[config.mk]
export PLATFORM = sky130hd
export DESIGN_NAME = sync_window_gen
export DESIGN_NICKNAME = d
export VERILOG_FILES = /design/src/rtl/swg_pkg.sv /design/src/rtl/swg_sync_in.sv /design/src/rtl/swg_clamp_timer.sv /design/src/rtl/swg_coast_timer.sv /design/src/rtl/sync_window_gen.sv
export SDC_FILE = /design/constraint.sdc
export NUM_CORES = 1
export LEC_CHECK = 0
export ABC_AREA = 1
export BUFFER_PORTS_ARGS = -buffer_cell sky130_fd_sc_hd__buf_2
export CORE_ASPECT_RATIO = 0.5
export CORE_MARGIN = 2
export CORE_UTILIZATION = 45
export DETAILED_ROUTE_END_ITERATION = 6
export PLACE_DENSITY = 0.72
export RECOVER_POWER = 100
export SYNTH_ARGS = -nofsm -noshare
export SYNTH_HDL_FRONTEND = slang
export SYNTH_SLANG_ARGS = --single-unit
[constraint.sdc]
create_clock -name clk -period 1.7 [get_ports clk]
set_input_delay 0.085 -clock clk [delete_from_list [all_inputs] [get_ports clk]]
set_output_delay 0.085 -clock clk [all_outputs]
set_load 0.02 [all_outputs]
[src/rtl/swg_pkg.sv]
package swg_pkg;

    parameter int unsigned SWG_CNT_W  = 8;
    parameter int unsigned SWG_LINE_W = 11;

    typedef enum logic [1:0] {
        CLP_IDLE = 2'd0,
        CLP_WAIT = 2'd1,
        CLP_ON   = 2'd2
    } clamp_phase_e;

endpackage

[src/rtl/swg_sync_in.sv]
// Registers one sync pin, folds its polarity and flags both edges.
module swg_sync_in (
    input  logic clk,
    input  logic rst_n,
    input  logic pin,
    input  logic pol,
    output logic lead,
    output logic trail
);
    typedef struct packed {
        logic act;
        logic prev;
    } sync_s;

    sync_s s_d, s_q;

    always_comb begin
        s_d      = s_q;
        s_d.act  = pol ? pin : ~pin;
        s_d.prev = s_q.act;
    end

    always_ff @(posedge clk or negedge rst_n) begin
        if (!rst_n) s_q <= '0;
        else        s_q <= s_d;
    end

    assign lead  = s_q.act & ~s_q.prev;
    assign trail = ~s_q.act & s_q.prev;
endmodule

[src/rtl/swg_clamp_timer.sv]
// Delay-then-width clamp timer, restarted by every trailing edge.
module swg_clamp_timer #(
    parameter int unsigned CNT_W = swg_pkg::SWG_CNT_W
) (
    input  logic             clk,
    input  logic             rst_n,
    input  logic             trail,
    input  logic [CNT_W-1:0] start,
    input  logic [CNT_W-1:0] len,
    output logic             pulse
);
    import swg_pkg::*;

    localparam logic [CNT_W-1:0] ONE = CNT_W'(1);

    typedef struct packed {
        clamp_phase_e     phase;
        logic [CNT_W-1:0] cnt;
        logic             on;
    } clamp_s;

    clamp_s c_d, c_q;

    always_comb begin
        c_d = c_q;
        unique case (c_q.phase)
            CLP_WAIT: begin
                if (c_q.cnt != '0) begin
                    c_d.cnt = c_q.cnt - ONE;
                end else if (len == '0) begin
                    c_d.phase = CLP_IDLE;
                    c_d.on    = 1'b0;
                end else begin
                    c_d.phase = CLP_ON;
                    c_d.cnt   = len - ONE;
                    c_d.on    = 1'b1;
                end
            end
            CLP_ON: begin
                if (c_q.cnt != '0) begin
                    c_d.cnt = c_q.cnt - ONE;
                end else begin
                    c_d.phase = CLP_IDLE;
                    c_d.on    = 1'b0;
                end
            end
            default: begin
                c_d.phase = CLP_IDLE;
                c_d.on    = 1'b0;
            end
        endcase

        // A fresh trailing edge wins over whatever was in progress.
        if (trail) begin
            if (len == '0) begin
                c_d.phase = CLP_IDLE;
                c_d.cnt   = '0;
                c_d.on    = 1'b0;
            end else if (start == '0) begin
                c_d.phase = CLP_ON;
                c_d.cnt   = len - ONE;
                c_d.on    = 1'b1;
            end else begin
                c_d.phase = CLP_WAIT;
                c_d.cnt   = start - ONE;
                c_d.on    = 1'b0;
            end
        end
    end

    always_ff @(posedge clk or negedge rst_n) begin
        if (!rst_n) c_q <= '{phase: CLP_IDLE, cnt: '0, on: 1'b0};
        else        c_q <= c_d;
    end

    assign pulse = c_q.on;
endmodule

[src/rtl/swg_coast_timer.sv]
// Line counter, frame-length predictor and coast window.
module swg_coast_timer #(
    parameter int unsigned CNT_W  = swg_pkg::SWG_CNT_W,
    parameter int unsigned LINE_W = swg_pkg::SWG_LINE_W
) (
    input  logic             clk,
    input  logic             rst_n,
    input  logic             hs_lead,
    input  logic             vs_lead,
    input  logic [CNT_W-1:0] pre,
    input  logic [CNT_W-1:0] post,
    output logic             window
);
    localparam logic [CNT_W-1:0]  ONE_C = CNT_W'(1);
    localparam logic [LINE_W-1:0] ONE_L = LINE_W'(1);
    localparam logic [LINE_W-1:0] LMAX  = '1;

    typedef struct packed {
        logic [LINE_W-1:0] line;
        logic [LINE_W-1:0] flen;
        logic              seen;
        logic              valid;
        logic [CNT_W-1:0]  post_cnt;
        logic              win;
    } coast_s;

    coast_s k_d, k_q;
    logic [LINE_W-1:0] pre_l;
    logic              pre_hit;

    always_comb begin
        pre_l   = LINE_W'(pre);
        pre_hit = k_q.valid && (pre_l != '0) && (pre_l < k_q.flen)
                  && (k_q.line == (k_q.flen - pre_l));

        k_d = k_q;
        if (hs_lead && (k_q.line != LMAX)) k_d.line = k_q.line + ONE_L;

        if (vs_lead) begin
            k_d.line     = '0;
            k_d.flen     = k_q.line;
            k_d.seen     = 1'b1;
            k_d.valid    = k_q.seen;
            k_d.post_cnt = post;
            k_d.win      = (post != '0);
        end else if (k_q.post_cnt != '0) begin
            if (hs_lead) begin
                k_d.post_cnt = k_q.post_cnt - ONE_C;
                if (k_q.post_cnt == ONE_C) k_d.win = 1'b0;
            end
        end else if (pre_hit) begin
            k_d.win = 1'b1;
        end
    end

    always_ff @(posedge clk or negedge rst_n) begin
        if (!rst_n) k_q <= '0;
        else        k_q <= k_d;
    end

    assign window = k_q.win;
endmodule

[src/rtl/sync_window_gen.sv]
module sync_window_gen #(
    parameter int unsigned CNT_W  = swg_pkg::SWG_CNT_W,
    parameter int unsigned LINE_W = swg_pkg::SWG_LINE_W
) (
    input  logic             clk,
    input  logic             rst_n,
    input  logic             hsync_in,
    input  logic             vsync_in,
    input  logic             ext_clamp_in,
    input  logic             ext_coast_in,
    input  logic             cfg_hs_pol,
    input  logic             cfg_clamp_ext_sel,
    input  logic             cfg_clamp_ext_pol,
    input  logic [CNT_W-1:0] cfg_clamp_start,
    input  logic [CNT_W-1:0] cfg_clamp_len,
    input  logic             cfg_coast_ext_sel,
    input  logic             cfg_coast_ext_pol,
    input  logic [CNT_W-1:0] cfg_pre_coast,
    input  logic [CNT_W-1:0] cfg_post_coast,
    output logic             clamp_out,
    output logic             coast_out
);
    typedef struct packed {
        logic clamp;
        logic coast;
    } ext_s;

    ext_s e_d, e_q;

    logic hs_lead, hs_trail;
    logic vs_lead, vs_trail_unused;
    logic clamp_int, coast_int;

    swg_sync_in u_hs (
        .clk   (clk),
        .rst_n (rst_n),
        .pin   (hsync_in),
        .pol   (cfg_hs_pol),
        .lead  (hs_lead),
        .trail (hs_trail)
    );

    swg_sync_in u_vs (
        .clk   (clk),
        .rst_n (rst_n),
        .pin   (vsync_in),
        .pol   (1'b1),
        .lead  (vs_lead),
        .trail (vs_trail_unused)
    );

    swg_clamp_timer #(.CNT_W(CNT_W)) u_clamp (
        .clk   (clk),
        .rst_n (rst_n),
        .trail (hs_trail),
        .start (cfg_clamp_start),
        .len   (cfg_clamp_len),
        .pulse (clamp_int)
    );

    swg_coast_timer #(.CNT_W(CNT_W), .LINE_W(LINE_W)) u_coast (
        .clk     (clk),
        .rst_n   (rst_n),
        .hs_lead (hs_lead),
        .vs_lead (vs_lead),
        .pre     (cfg_pre_coast),
        .post    (cfg_post_coast),
        .window  (coast_int)
    );

    always_comb begin
        e_d       = e_q;
        e_d.clamp = cfg_clamp_ext_pol ? ext_clamp_in : ~ext_clamp_in;
        e_d.coast = cfg_coast_ext_pol ? ext_coast_in : ~ext_coast_in;
    end

    always_ff @(posedge clk or negedge rst_n) begin
        if (!rst_n) e_q <= '0;
        else        e_q <= e_d;
    end

    assign clamp_out = cfg_clamp_ext_sel ? e_q.clamp : clamp_int;
    assign coast_out = cfg_coast_ext_sel ? e_q.coast : coast_int;

    logic unused_ok;
    assign unused_ok = vs_trail_unused;
endmodule

=== Yosys cells after proc, flatten, opt, wreduce, memory -nomap -nowiden ===
Cells that the tools add are included.

* Bits in writable memories: 0
* Bits in latches: 0
* Output and inout bits: 2
* Word-level logic and storage cells: 89
* Input bits: 43
* Memories: 0
* Register bits after elaboration: 50
* Memory bits (read-only): 0

* $add $sub $neg: 6
* Equality and inequality tests: 11
* Reductions and logical operators: 19
* $lt $le $gt $ge: 1
* Multiply operators: 0
* Div/mod/pow operators: 0
* Multiplexer cells: 28
* Shift-type cells: 0
* Bitwise logic cells: 9

{| class="wikitable"
|+ Operator list
! cell !! number
|-
| $mux 11 || 4
|-
| $mux 8 || 4
|-
| $reduce_bool 8->1 || 4
|-
| $sub 8x1->8 const B || 4
|-
| $mux 24 || 1
|-
| $mux 9 || 2
|-
| $logic_not 8->1 || 2
|-
| $pmux 8 s2 || 1
|-
| $add 11x1->11 const B || 1
|-
| $eq 11x11->1 || 1
|-
| $lt 8x11->1 || 1
|-
| $mux 1 || 11
|-
| $ne 11x11->1 const B || 1
|-
| $sub 11x8->11 || 1
|-
| $eq 8x1->1 const B || 1
|-
| $mux 2 || 3
|-
| $ne 3x2->1 const B || 2
|-
| $ne 3x3->1 const B || 2
|-
| $not 1->1 || 6
|-
| $reduce_and 3->1 || 2
|-
| $reduce_bool 2->1 || 3
|-
| $reduce_bool 3->1 || 2
|-
| $logic_and 1x1->1 || 4
|-
| $ne 4x3->1 const B || 1
|-
| other kinds (7) || 10
|}

=== Depth between registers and ports, before layout ===
Gate-level depths: netlist of the first run.

* Depth after elaboration: 7
* Depth in mapped cells: 17
* Mapped depth without buffers: 17

=== Modules after synthesis ===
Synthesis of the first run repeated with hierarchy kept, for this count alone.

* Cells, all modules: 617
* Area, all modules: 4,050.1 sq um

{| class="wikitable"
|+ By module, submodules not included
! module !! times used !! area an instance (sq um) !! cells each
|-
| swg_coast_timer || 1 || 2,492.4 || 369
|-
| swg_clamp_timer || 1 || 1,268.7 || 205
|-
| swg_sync_in || 2 || 83.8 || 11
|-
| sync_window_gen || 1 || 121.4 || 21
|}

=== Worst setup path before layout of the first run ===
No wires, ideal clock.

* Path type: reg-to-reg
* Start point: reg u_coast.k_q[11] in the netlist's numbering
* End point: reg u_coast.k_q (netlist bit u_coast.window)
* Buffers on the path: 0
* Data arrival time: 1.739 ns
* Cell stages (with the launch flop): 15
* Required time: 1.583 ns
* Clock period less this slack: 1.856 ns
* Setup slack: -0.156 ns
* Library setup time: 0.117 ns
* Path through: dfrtp_1 > inv_1 > ha_1 > fa_1 > or2_2 > nand3_1 > nor2_1 > nand2_1 > nor2_1 > nand2_1 > nor2_1 > nand3_1 > nand2_1 > nand2_1 > nand2_1

* Longest elaborated chain between the ends: 5
* Elaborated cells on any way between the ends: 7
* Classes of those cells: add/sub (1); order compare (1); eq/ne (1); reduce/logical (4)

{| class="wikitable"
|+ RTL lines
! item !! line !! source
|-
| start: declaration || swg_coast_timer.sv:27 || <nowiki>coast_s k_d, k_q;</nowiki>
|-
| start signal: assignment || swg_coast_timer.sv:58 || <nowiki>else k_q <= k_d;</nowiki>
|-
| $sub 11x8->11 / $lt 8x11->1 (equally long branches) || swg_coast_timer.sv:34, swg_coast_timer.sv:33 ||
|-
| $eq 11x11->1 / $logic_and 1x1->1 (equally long branches) || swg_coast_timer.sv:34, swg_coast_timer.sv:33 ||
|-
| $logic_and 1x1->1 * || swg_coast_timer.sv:34 || <nowiki>&& (k_q.line == (k_q.flen - pre_l));</nowiki>
|-
| $reduce_bool 3->1 (no line) * || n/a ||
|-
| $reduce_and 3->1 (no line) * || n/a ||
|}

Every way passes the cells marked *; elsewhere a longest branch is shown, timed or not.
A chain may end at the register's enable or synchronous reset.

=== Worst setup path after layout of the first run ===
Ends and elaborated chain as after synthesis.

==> results of run 1 <==
## state kept, by name, indices dropped and copies added, names as in the netlist
name	count
u_coast.window	1
u_hs.s_d	1
u_vs.s_q	1
u_clamp.c_q	9
u_clamp.pulse	1
e_q	2
u_hs.s_q	1
u_coast.k_q	32
u_vs.s_d	1
## worst max path at each step
stage | end | slack [ps] | depth (start not counted)
floorplan | u_coast.window | -160 | 14
global placement | u_coast.window | -290 | 15
detailed placement | u_coast.window | -390 | 15
CTS | u_coast.window | -340 | 16
global route | u_coast.window | -510 | 15
finish | u_coast.window | -320 | 15
## kinds of logic (layout without fill, tap and decap cells)
kind of cell	Yosys count	after routing	synth area share, %
simple gates	286	286	33.89
buf+inv	87	197	8.902
xor+xnor	31	31	7.155
compound gates	73	73	11.31
flops	49	49	32.31
fa+ha+maj	18	18	6.132
mux	1	1	0.2967
## final cells by class
cell class / instances / share of cell area, %
clock buffer: 6 / 2.608
inverter: 81 / 6.304
sequential: 49 / 24.81
multi-input combinational: 409 / 48.33
timing repair inverter: 1 / 0.1266
timing repair buffer: 107 / 14.71
clock inverter: 2 / 0.2785
tap: 112 / 2.835
## stage by stage
stage          worst slack, ps  std cells
6_report                -317.8        767
5_1_grt                 -511.8        767
4_1_cts                 -337.5        759
3_5_place_dp            -393.3        741
3_3_place_gp            -288.5        741
2_1_floorplan           -155.9        545
## critical path: stages, from the launching register on
cell	delay, ps
sky130_fd_sc_hd__dfrtp_1	370
sky130_fd_sc_hd__inv_2	80
sky130_fd_sc_hd__ha_4	130
sky130_fd_sc_hd__fa_1	420
sky130_fd_sc_hd__nand2_1	80
sky130_fd_sc_hd__inv_1	30
sky130_fd_sc_hd__nor2_1	70
sky130_fd_sc_hd__nand3_1	80
sky130_fd_sc_hd__nor2_1	90
sky130_fd_sc_hd__nand2_1	70
sky130_fd_sc_hd__nor2_1	110
sky130_fd_sc_hd__nand2_1	60
sky130_fd_sc_hd__nor2_1	80
sky130_fd_sc_hd__nand3_1	100
sky130_fd_sc_hd__nand3_1	80
sky130_fd_sc_hd__nand2_1	50
## routing by layer
layer,up-vias,GRT usage [%]
met4,0,3.324
met1,1785,26.91
met2,71,37.56
met5,-,0
met3,6,2.924
li1,1986,-
## where the power goes
| group | total, mW | internal, mW | switching (mW) |
|---|---|---|---|
| combinational | 2.27 | 1.03 | 1.24 |
| clock | 0.987 | 0.549 | 0.438 |
| sequential | 1.53 | 1.38 | 0.145 |
| total | 4.78 | 2.96 | 1.82 |
## cell usage in the layout, fill, tap and decap left out, types with 3 or more instances in the layout
cell type	n
sky130_fd_sc_hd__nand2_1	132
sky130_fd_sc_hd__inv_1	71
sky130_fd_sc_hd__nor2_1	52
sky130_fd_sc_hd__dfrtp_1	49
sky130_fd_sc_hd__buf_4	48
sky130_fd_sc_hd__nand3_1	43
sky130_fd_sc_hd__buf_2	42
sky130_fd_sc_hd__o21ai_0	23
sky130_fd_sc_hd__xor2_1	19
sky130_fd_sc_hd__ha_1	14
sky130_fd_sc_hd__xnor2_1	12
sky130_fd_sc_hd__nand4_1	12
sky130_fd_sc_hd__o21ai_1	12
sky130_fd_sc_hd__a21oi_1	11
sky130_fd_sc_hd__o21ai_2	10
sky130_fd_sc_hd__nand2_2	9
sky130_fd_sc_hd__inv_2	8
sky130_fd_sc_hd__dlygate4sd3_1	8
sky130_fd_sc_hd__nand3_2	6
sky130_fd_sc_hd__nor3_1	6
sky130_fd_sc_hd__a21oi_2	5
sky130_fd_sc_hd__o211ai_1	5
sky130_fd_sc_hd__clkbuf_16	5
sky130_fd_sc_hd__nor2_2	4
sky130_fd_sc_hd__or2_2	4
sky130_fd_sc_hd__nor2_4	3
sky130_fd_sc_hd__nor4_1	3
sky130_fd_sc_hd__nand2_4	3
sky130_fd_sc_hd__clkbuf_1	3
sky130_fd_sc_hd__clkbuf_2	3
sky130_fd_sc_hd__buf_6	3
## timing repair
action                                  in CTS  in global routing
hold buffers                                 8                  0
pin swaps                                    6                 21
endpoints found under the hold margin       53                  0
endpoints found under the setup margin       9                 24
gates cloned                                 0                  1
buffers inserted                             2                  7
resized for setup                           10                 54
==> impl_metrics.toml, run 1 <==
[status]
outcome = "finished, violations left"
violations = "setup timing"

[cts]
tritoncts = "yes"
cts.clk_slew.worst_paths_ps = 70
cts-buffers-inserted = 5
clk_path_buf_depth = 2
cts_max_level = 2
clock_sinks = 49
worst_skew_pair_latency_ps = 290
clock-root-buffer = "sky130_fd_sc_hd__clkbuf_16"

[power_and_ir_drop]
vdd.ir_drop.worst_uv = 570.8
p_leak_nw = 2.541
power_per_cell_area_nw_per_um2 = 967.9
total_power_mw = 4.783

[floorplanning]
design.portCount = 45
die-width_um = 133.9
core-area_um2 = 8087
die_height_um = 68.94
starting_density_of_the_core_pct = 46.93
placement_rows = 23
die_outline_area_um2 = 9228

[timing]
worst-slew-pin-transition_ps = 1104
setup-tns-final_ps = -1594
maximum_achievable_frequency_ghz = 0.4956
final.setup.worst_slack_ps = -317.8
holdWs_ps = 21.09
finalWorstPathRequiredPeriod_ps = 2018
rsz0062_at_grt = "true"
final_hold_viol_count = 0
final_setup_violation_count = 19
final.period_utilization_pct = 118.7
slew_violations = 0
final.setup_skew_ps = 6.519
relSlewSlack_pct = 26.39

[yosys]
asyncSetResetFlopFracSynth_pct = 100.0
synth_top_cells_by_area = "sky130_fd_sc_hd__dfrtp_1 32%, sky130_fd_sc_hd__nand2_1 14%, sky130_fd_sc_hd__inv_1 7.4%"
yosys_most_used_dff = "sky130_fd_sc_hd__dfrtp_1"
synthesized_netlist_net_count = 606
commonest_cells_in_the_synthesized_netlist = "141 x sky130_fd_sc_hd__nand2_1, 75 x sky130_fd_sc_hd__inv_1, 53 x sky130_fd_sc_hd__nor2_1"
yosysTopAreaCell = "sky130_fd_sc_hd__dfrtp_1"
yosys_register_bits = 49
ys_warn_count = 0
syn_area_um2 = 3795
yosysMostFrequentCell = "sky130_fd_sc_hd__nand2_1"
post_synth_edffs = 0
sequential_share_of_the_synthesized_area_pct = 32.31
synthDistinctLibCells = 41
avgSynthCellArea_um2 = 6.963
postSynthCellCount = 545
synth_top_area_share_pct = 32.31

[worst_setup_path]
regToRegEndpoint = "u_coast.window"
worst-setup-path-type = "flip-flop to flip-flop"
timing.reg2reg.setup_slack_ps = -320
regToRegStartpoint = "u_coast.k_q[11]"
cp_data_required_time_ps = 1880
worstSetupStartpoint = "u_coast.k_q[11]"
setup.worst_path.end_class = "flip-flop"
crit_fanout = 2
critical_path.startpoint_type = "flip-flop"
crit_arrival_ps = 2200
r2r_cells = 15

[min_path]
worst_hold_path.num_cells = 3
class_of_the_tightest_hold_or_removal_check = "primary input to flip-flop"
whs_endpoint = "u_coast.k_q[7]"
hp-start = "cfg_post_coast[6]"

[finish]
multi_input_area_um2 = 2389
sequential_cell_area_um2 = 1226
antenna_cells = 0
postLayoutCoreUtil_pct = 61.12
flow.area_growth_from_synthesis_pct = 30.23
fraction_of_final_layout_cells_sized_beyond_drive_strength_1_pct = 26.11
layout.cell_area.non_filler_um2 = 4942
nets = 715
fill_cells = 739

[route]
drc = 0
drt_wl_total_um = 9525
route.layer.met1.wl_um = 4520
dr_total_vias = 3848
route.antenna.remaining_nets = 0
wl_per_cell_um = 12.42
first_pass_iters = 4
met2WireLength_um = 4568
topRoutingLayerUsed = "met4"
wl_met3_um = 382
routed_via_density = 5.017
drt_iter0_drc = 176

[run]
max_cap_viol_count = 0

[grt]
grt_max_degree = 50
grt_pass1_wl_um = 15240
antenna_found_initial = 0
gr-usage-all-layers_pct = 20.54
vias_in_the_first_global_route = 3453
grt-ovfl-total = 0

[place]
finalWeightedCongestion = 0.8828
place.port_buffers = 44
placed_area_um2 = 4494
dp.final_hpwl_um = 6955
(Power assumes the default switching activity.)
==> run 2: changes to the inputs <==
--- a/config.mk
+++ b/config.mk
@@ -7,11 +7,13 @@
 export LEC_CHECK = 0
 export ABC_AREA = 1
 export BUFFER_PORTS_ARGS = -buffer_cell sky130_fd_sc_hd__buf_2
+export CELL_PAD_IN_SITES_DETAIL_PLACEMENT = 1
+export CELL_PAD_IN_SITES_GLOBAL_PLACEMENT = 1
 export CORE_ASPECT_RATIO = 0.5
 export CORE_MARGIN = 2
-export CORE_UTILIZATION = 45
+export CORE_UTILIZATION = 38
 export DETAILED_ROUTE_END_ITERATION = 6
-export PLACE_DENSITY = 0.72
+export PLACE_DENSITY = 0.81
 export RECOVER_POWER = 100
 export SYNTH_ARGS = -nofsm -noshare
 export SYNTH_HDL_FRONTEND = slang
==> run 2 against run 1 <==
The run still ends with setup timing left. Sequential cell count unchanged. Setup slack got worse by 29 ps. Non-clock buffer count increased by 19. Fmax shrank 1.4%. Core utilization down 6.5 points. Sequential share of layout area shrank 1.4 points. Sequential power about the same. Final area up 5.8%. Routed wire length grew 39%. Critical endpoint unchanged. Highest routed layer unchanged.
==> impl_metrics.toml, run 2 (synthesis gave the netlist of run 1 again) <==
[status]
outcome = "finished, violations left"
violations = "setup timing"

[place]
dp.final_hpwl_um = 9067
place.port_buffers = 44
place_worst_setup_slack_ps = -368.2
finalWeightedCongestion = 0.8544

[worst_setup_path]
cells_traversed_along_the_worst_timing_path = "inv_2, ha_4, fa_2, nand2_1, inv_1, nor2_1, nand3_1, nor2_1, nand2_1, nor2_1, nand2_1, nor2_1, nand3_1, nand3_1, nand2_1"
crit_fanout = 2
critical_path.startpoint_type = "flip-flop"
worst-setup-path-type = "flip-flop to flip-flop"
cp_data_required_time_ps = 1890
slowest_stage = "sky130_fd_sc_hd__fa_2"
slowest_delay_ps = 430
crit_arrival_ps = 2240
setup.worst_path.end_class = "flip-flop"

[finish]
largest_registers = "u_coast.k_q: 32 flops, u_clamp.c_q: 9 flops, e_q: 2 flops"
postLayoutCoreUtil_pct = 54.63
flow.area_growth_from_synthesis_pct = 37.78
layout_commonest_cell = "sky130_fd_sc_hd__nand2_1"
sequential_cell_area_um2 = 1226
multi_input_area_um2 = 2445
largest_register_ff_count = 32
registers.top_by_ff_count = "u_coast.k_q"
most-common-layout-cells = "132 x sky130_fd_sc_hd__nand2_1, 70 x sky130_fd_sc_hd__inv_1, 60 x sky130_fd_sc_hd__buf_4, 50 x sky130_fd_sc_hd__nor2_1, 49 x sky130_fd_sc_hd__dfrtp_1"
nets = 735
antenna_cells = 0
fill_cells = 1258
fraction_of_final_layout_cells_sized_beyond_drive_strength_1_pct = 29.78

[min_path]
class_of_the_tightest_hold_or_removal_check = "primary input to flip-flop"

[timing]
relSlewSlack_pct = 23.05
final.setup.worst_slack_ps = -347.0
slew_violations = 0
final.setup_skew_ps = 8.015
maximum_achievable_frequency_ghz = 0.4885
worst-slew-pin-transition_ps = 1154
finalWorstPathRequiredPeriod_ps = 2047
final.period_utilization_pct = 120.4
final_setup_violation_count = 14
rsz0062_at_grt = "true"
final_hold_viol_count = 0
holdWs_ps = 44.65

[route]
wl_per_cell_um = 16.33
drc = 0
first_pass_iters = 4
drt_wl_total_um = 13230
dr_total_vias = 4145
drt_iter0_drc = 149
routed_via_density = 5.117
route.antenna.remaining_nets = 0

[cts]
clk_path_buf_depth = 2
cts_max_level = 2
clock_sinks = 49
clock-root-buffer = "sky130_fd_sc_hd__clkbuf_16"
cts.clk_slew.worst_paths_ps = 70
cts-buffers-inserted = 5
tritoncts = "yes"
worst_skew_pair_latency_ps = 300

[grt]
vias_in_the_first_global_route = 4247
grt_pass1_wl_um = 20150
gr-usage-all-layers_pct = 23.12
antenna_found_initial = 0
grt_max_degree = 50
grt-ovfl-total = 0

[floorplanning]
design.portCount = 45
core-area_um2 = 9572
die-width_um = 145.3
die_height_um = 74.67
placement_rows = 25
starting_density_of_the_core_pct = 39.65
die_outline_area_um2 = 10850

[power_and_ir_drop]
p_leak_nw = 2.670
total_power_mw = 5.556
vdd.ir_drop.worst_uv = 523.1
power_per_cell_area_nw_per_um2 = 1063

[run]
max_cap_viol_count = 0
## run 2: cell count changes in the layout (fill, tap and decap cells not counted), sizes merged
cell / delta
bufinv: +1
clkinv: +2
buf: +17
inv: -2
clkinvlp: +1
clkbuf: +1
## run 2: critical path, delay by kind of cell (launching register included)
kind                       cells  cell delay, ps
buffers and inverters          2             120
adders and majority gates      2             570
DFF                            1             380
and+or+nand+nor               11             900
## run 2: stage by stage
step / std cells / cell area (µm²) / TNS, ps
4_1_cts: 799 / 5014 / -672.4
2_1_floorplan: 545 / 3795 / -155.9
6_report: 810 / 5229 / -2155
3_5_place_dp: 777 / 4621 / -1137
3_3_place_gp: 777 / 4621 / -411.5
5_1_grt: 810 / 5229 / -4485
## run 2: cell type report
type,instances,area share (%)
multi-input cells,409,46.76
well taps,135,3.230
clock buffers,5,2.393
inverters,81,6.246
clock inverters,3,0.8854
flip-flops and latches,49,23.45
repair buffers,126,16.80
repair inverters,2,0.2393
## run 2: per-layer routing
layer,wire [µm],share of wire [%],track usage [%]
met5,0,0,0
met4,402,3.0,6.318
met3,425,3.2,2.545
met2,6858,52,46.76
met1,5541,42,26.91
## run 2: final timing paths
| path | from | endpoint | slack (ps) | cells past startpoint |
|---|---|---|---|---|
| setup / recovery | u_coast.k_q[11] | u_coast.window | -350 | 15 |
| hold reg to reg | u_vs.s_d[0] | u_vs.s_q[0] | 400 | 0 |
| min in group asynchronous | rst_n | u_clamp.pulse | 760 | 3 |
| setup reg to reg | u_coast.k_q[11] | u_coast.window | -350 | 15 |
| max in group asynchronous | rst_n | u_coast.k_q[26] | 250 | 3 |
| hold / removal | cfg_post_coast[6] | u_coast.k_q[7] | 40 | 3 |
## run 2: repair_timing
| item | 4_1_cts | 5_1_grt |
|---|---|---|
| cloned | 1 | 1 |
| hold buffers | 8 | 0 |
| endpoints found under the hold margin | 53 | 0 |
| gates resized for setup | 36 | 59 |
| buffers inserted | 5 | 10 |
| setup endpoints to repair | 12 | 24 |
| pin swaps | 16 | 25 |
## run 2: where the power goes
group | internal [mW] | leakage (nW) | switching [mW] | total [mW]
combinational | 1.25 | 1.96 | 1.58 | 2.83
sequential | 1.38 | 0.628 | 0.173 | 1.55
clock | 0.698 | 0.0800 | 0.478 | 1.18
total | 3.33 | 2.67 | 2.23 | 5.56
==> run 3: changes to the inputs <==
--- a/config.mk
+++ b/config.mk
@@ -7,14 +7,13 @@
 export LEC_CHECK = 0
 export ABC_AREA = 1
 export BUFFER_PORTS_ARGS = -buffer_cell sky130_fd_sc_hd__buf_2
-export CELL_PAD_IN_SITES_DETAIL_PLACEMENT = 1
-export CELL_PAD_IN_SITES_GLOBAL_PLACEMENT = 1
 export CORE_ASPECT_RATIO = 0.5
 export CORE_MARGIN = 2
-export CORE_UTILIZATION = 38
+export CORE_UTILIZATION = 45
 export DETAILED_ROUTE_END_ITERATION = 6
-export PLACE_DENSITY = 0.81
+export PLACE_DENSITY = 0.71
 export RECOVER_POWER = 100
 export SYNTH_ARGS = -nofsm -noshare
 export SYNTH_HDL_FRONTEND = slang
+export SYNTH_HIERARCHICAL = 1
 export SYNTH_SLANG_ARGS = --single-unit
==> run 3 against run 2 <==
The flow still finishes with violations (setup timing). Via count is 5.0% lower. Largest power group unchanged. Sequential share of layout area is 1.9 points higher. Area after synthesis is 6.5% higher. Fmax is 2.1% lower. Hold slack worse by 34 ps. Highest routed layer unchanged. Sequential cell count stayed put. Routed wire length is 31% lower. Largest cell class unchanged. Core utilization is 1.0 points higher.
==> impl_metrics.toml, run 3 <==
[worst_setup_path]
regToRegEndpoint = "u_coast/window"
setup.worst_path.end_class = "flip-flop"
worstSetupStartpoint = "u_coast/k_q[11]"
cp_data_required_time_ps = 1880
regToRegStartpoint = "u_coast/k_q[11]"
r2r_cells = 17
cells_traversed_along_the_worst_timing_path = "inv_2, ha_4, fa_2, inv_1, nand2_2, nand2_2, nand3_1, nand2_1, nand2_1, nor2_2, nand3_1, nor2_1, nand3_1, nand2_1, nand2_1, nand2_1, nand2_1"
timing.reg2reg.setup_slack_ps = -390
slowest_stage = "sky130_fd_sc_hd__dfrtp_1"
critPathTopFamily = "simple AND/OR/NAND/NOR gates"
crit_fanout = 4
capture_point_of_the_critical_path = "u_coast/window"
worst-setup-path-type = "flip-flop to flip-flop"
crit_path_frequent_cell = "sky130_fd_sc_hd__nand2_1"
cp_num_buf_inv = 2
critical_path.startpoint_type = "flip-flop"
crit_arrival_ps = 2270
critical_path_cell_count = 17
slowest_delay_ps = 340

[finish]
postLayoutCoreUtil_pct = 55.63
flow.area_growth_from_synthesis_pct = 19.84
antenna_cells = 0
fill_cells = 875
layout.cell_area.non_filler_um2 = 4845
nets = 752
registers.top_by_ff_count = "u_coast/k_q"
most-common-layout-cells = "184 x sky130_fd_sc_hd__nand2_1, 83 x sky130_fd_sc_hd__inv_1, 60 x sky130_fd_sc_hd__nand3_1, 57 x sky130_fd_sc_hd__nor2_1, 48 x sky130_fd_sc_hd__dfrtp_1"
layout_commonest_cell = "sky130_fd_sc_hd__nand2_1"
largest_registers = "u_coast/k_q: 32 flops, u_clamp/c_q: 9 flops, e_q: 2 flops"
largest_register_ff_count = 32
fraction_of_final_layout_cells_sized_beyond_drive_strength_1_pct = 20.20

[route]
drt_wl_total_um = 9162
routed_via_density = 4.863
route.antenna.remaining_nets = 0
drt_iter0_drc = 140
wl_per_cell_um = 11.31
dr_total_vias = 3939
drc = 0
first_pass_iters = 5

[timing]
relSlewSlack_pct = 36.27
final.setup_skew_ps = 4.231
final_setup_violation_count = 1
final_hold_viol_count = 0
maximum_achievable_frequency_ghz = 0.4783
holdWs_ps = 10.91
worst-slew-pin-transition_ps = 955.9
slew_violations = 0
final.period_utilization_pct = 123.0
final.setup.worst_slack_ps = -390.7
finalWorstPathRequiredPeriod_ps = 2091
rsz0062_at_grt = "true"

[status]
violations = "setup timing"
outcome = "finished, violations left"

[cts]
clock_sinks = 49
worst_skew_pair_latency_ps = 280
cts_max_level = 2
cts.clk_slew.worst_paths_ps = 60
tritoncts = "yes"
clock-root-buffer = "sky130_fd_sc_hd__clkbuf_16"
cts-buffers-inserted = 5
clk_path_buf_depth = 2

[run]
max_cap_viol_count = 0

[min_path]
hp-start = "cfg_clamp_ext_pol"
worst_hold_path.num_cells = 3
class_of_the_tightest_hold_or_removal_check = "primary input to flip-flop"

[grt]
grt_pass1_wl_um = 15970
antenna_found_initial = 0
gr-usage-all-layers_pct = 19.40
grt-ovfl-total = 0
vias_in_the_first_global_route = 3761
grt_max_degree = 32

[place]
place_worst_setup_slack_ps = -391.9
place.port_buffers = 44
finalWeightedCongestion = 0.8567
dp.final_hpwl_um = 7421
placed_area_um2 = 4586

[yosys]
ys_warn_count = 6
postSynthCellCount = 615
syn_area_um2 = 4043
avgSynthCellArea_um2 = 6.573

[floorplanning]
core-area_um2 = 8708
die-width_um = 138.0
placement_rows = 24
die_outline_area_um2 = 9804
design.portCount = 45
die_height_um = 71.02
starting_density_of_the_core_pct = 46.42

[power_and_ir_drop]
vdd.ir_drop.worst_uv = 435.3
total_power_mw = 4.534
power_per_cell_area_nw_per_um2 = 935.9
p_leak_nw = 2.598
[run 3: repair_timing]
item / in CTS / in global routing
hold buffers: 1 / 0
endpoints found under the setup margin: 1 / 18
buffers inserted: 0 / 6
pin swaps: 1 / 6
resized for setup: 3 / 24
endpoints found under the hold margin: 18 / 0
[run 3: stage by stage]
stage | setup TNS, ps | instances
global placement | -332.9 | 795
finish | -390.7 | 810
detailed placement | -391.9 | 795
floorplan | -192.1 | 616
global route | -4502 | 810
CTS | -371.2 | 804
[run 3: tightest hold or removal path, cell delays in order]
cell                      delay (ps)
sky130_fd_sc_hd__buf_2            80
sky130_fd_sc_hd__nand2_1          40
sky130_fd_sc_hd__nand2_1          50
[run 3: worst min-delay path by stage]
stage / end
3_5_place_dp: u_clamp/c_q[9]
2_1_floorplan: e_q[0]
6_report: e_q[1]
3_3_place_gp: u_clamp/c_q[1]
4_1_cts: e_q[1]
5_1_grt: u_hs/s_d[0]
[run 3: final cells by class]
type | instances | area, µm² | area share (%)
clock buffers | 7 | 142.6 | 2.944
clock inverters | 1 | 30.03 | 0.6198
inverters | 98 | 370.4 | 7.645
multi-input cells | 461 | 2474 | 51.06
flip-flops and latches | 49 | 1227 | 25.34
well taps | 117 | 146.4 | 3.022
repair buffers | 77 | 454.2 | 9.375
[run 3: layer usage]
metal / wire length [µm] / track usage, % / share of wire, %
met5: 0 / 0 / 0
met4: 133 / 4.535 / 1.5
met3: 319 / 2.640 / 3.5
met2: 4193 / 34.43 / 46
met1: 4516 / 25.61 / 49
[run 3: report_power, final]
group	leakage, nW	switching (mW)	internal, mW	total [mW]
logic	1.89	1.10	0.746	1.84
registers	0.620	0.182	1.38	1.57
clock network	0.0841	0.392	0.734	1.13
total	2.60	1.67	2.86	4.53
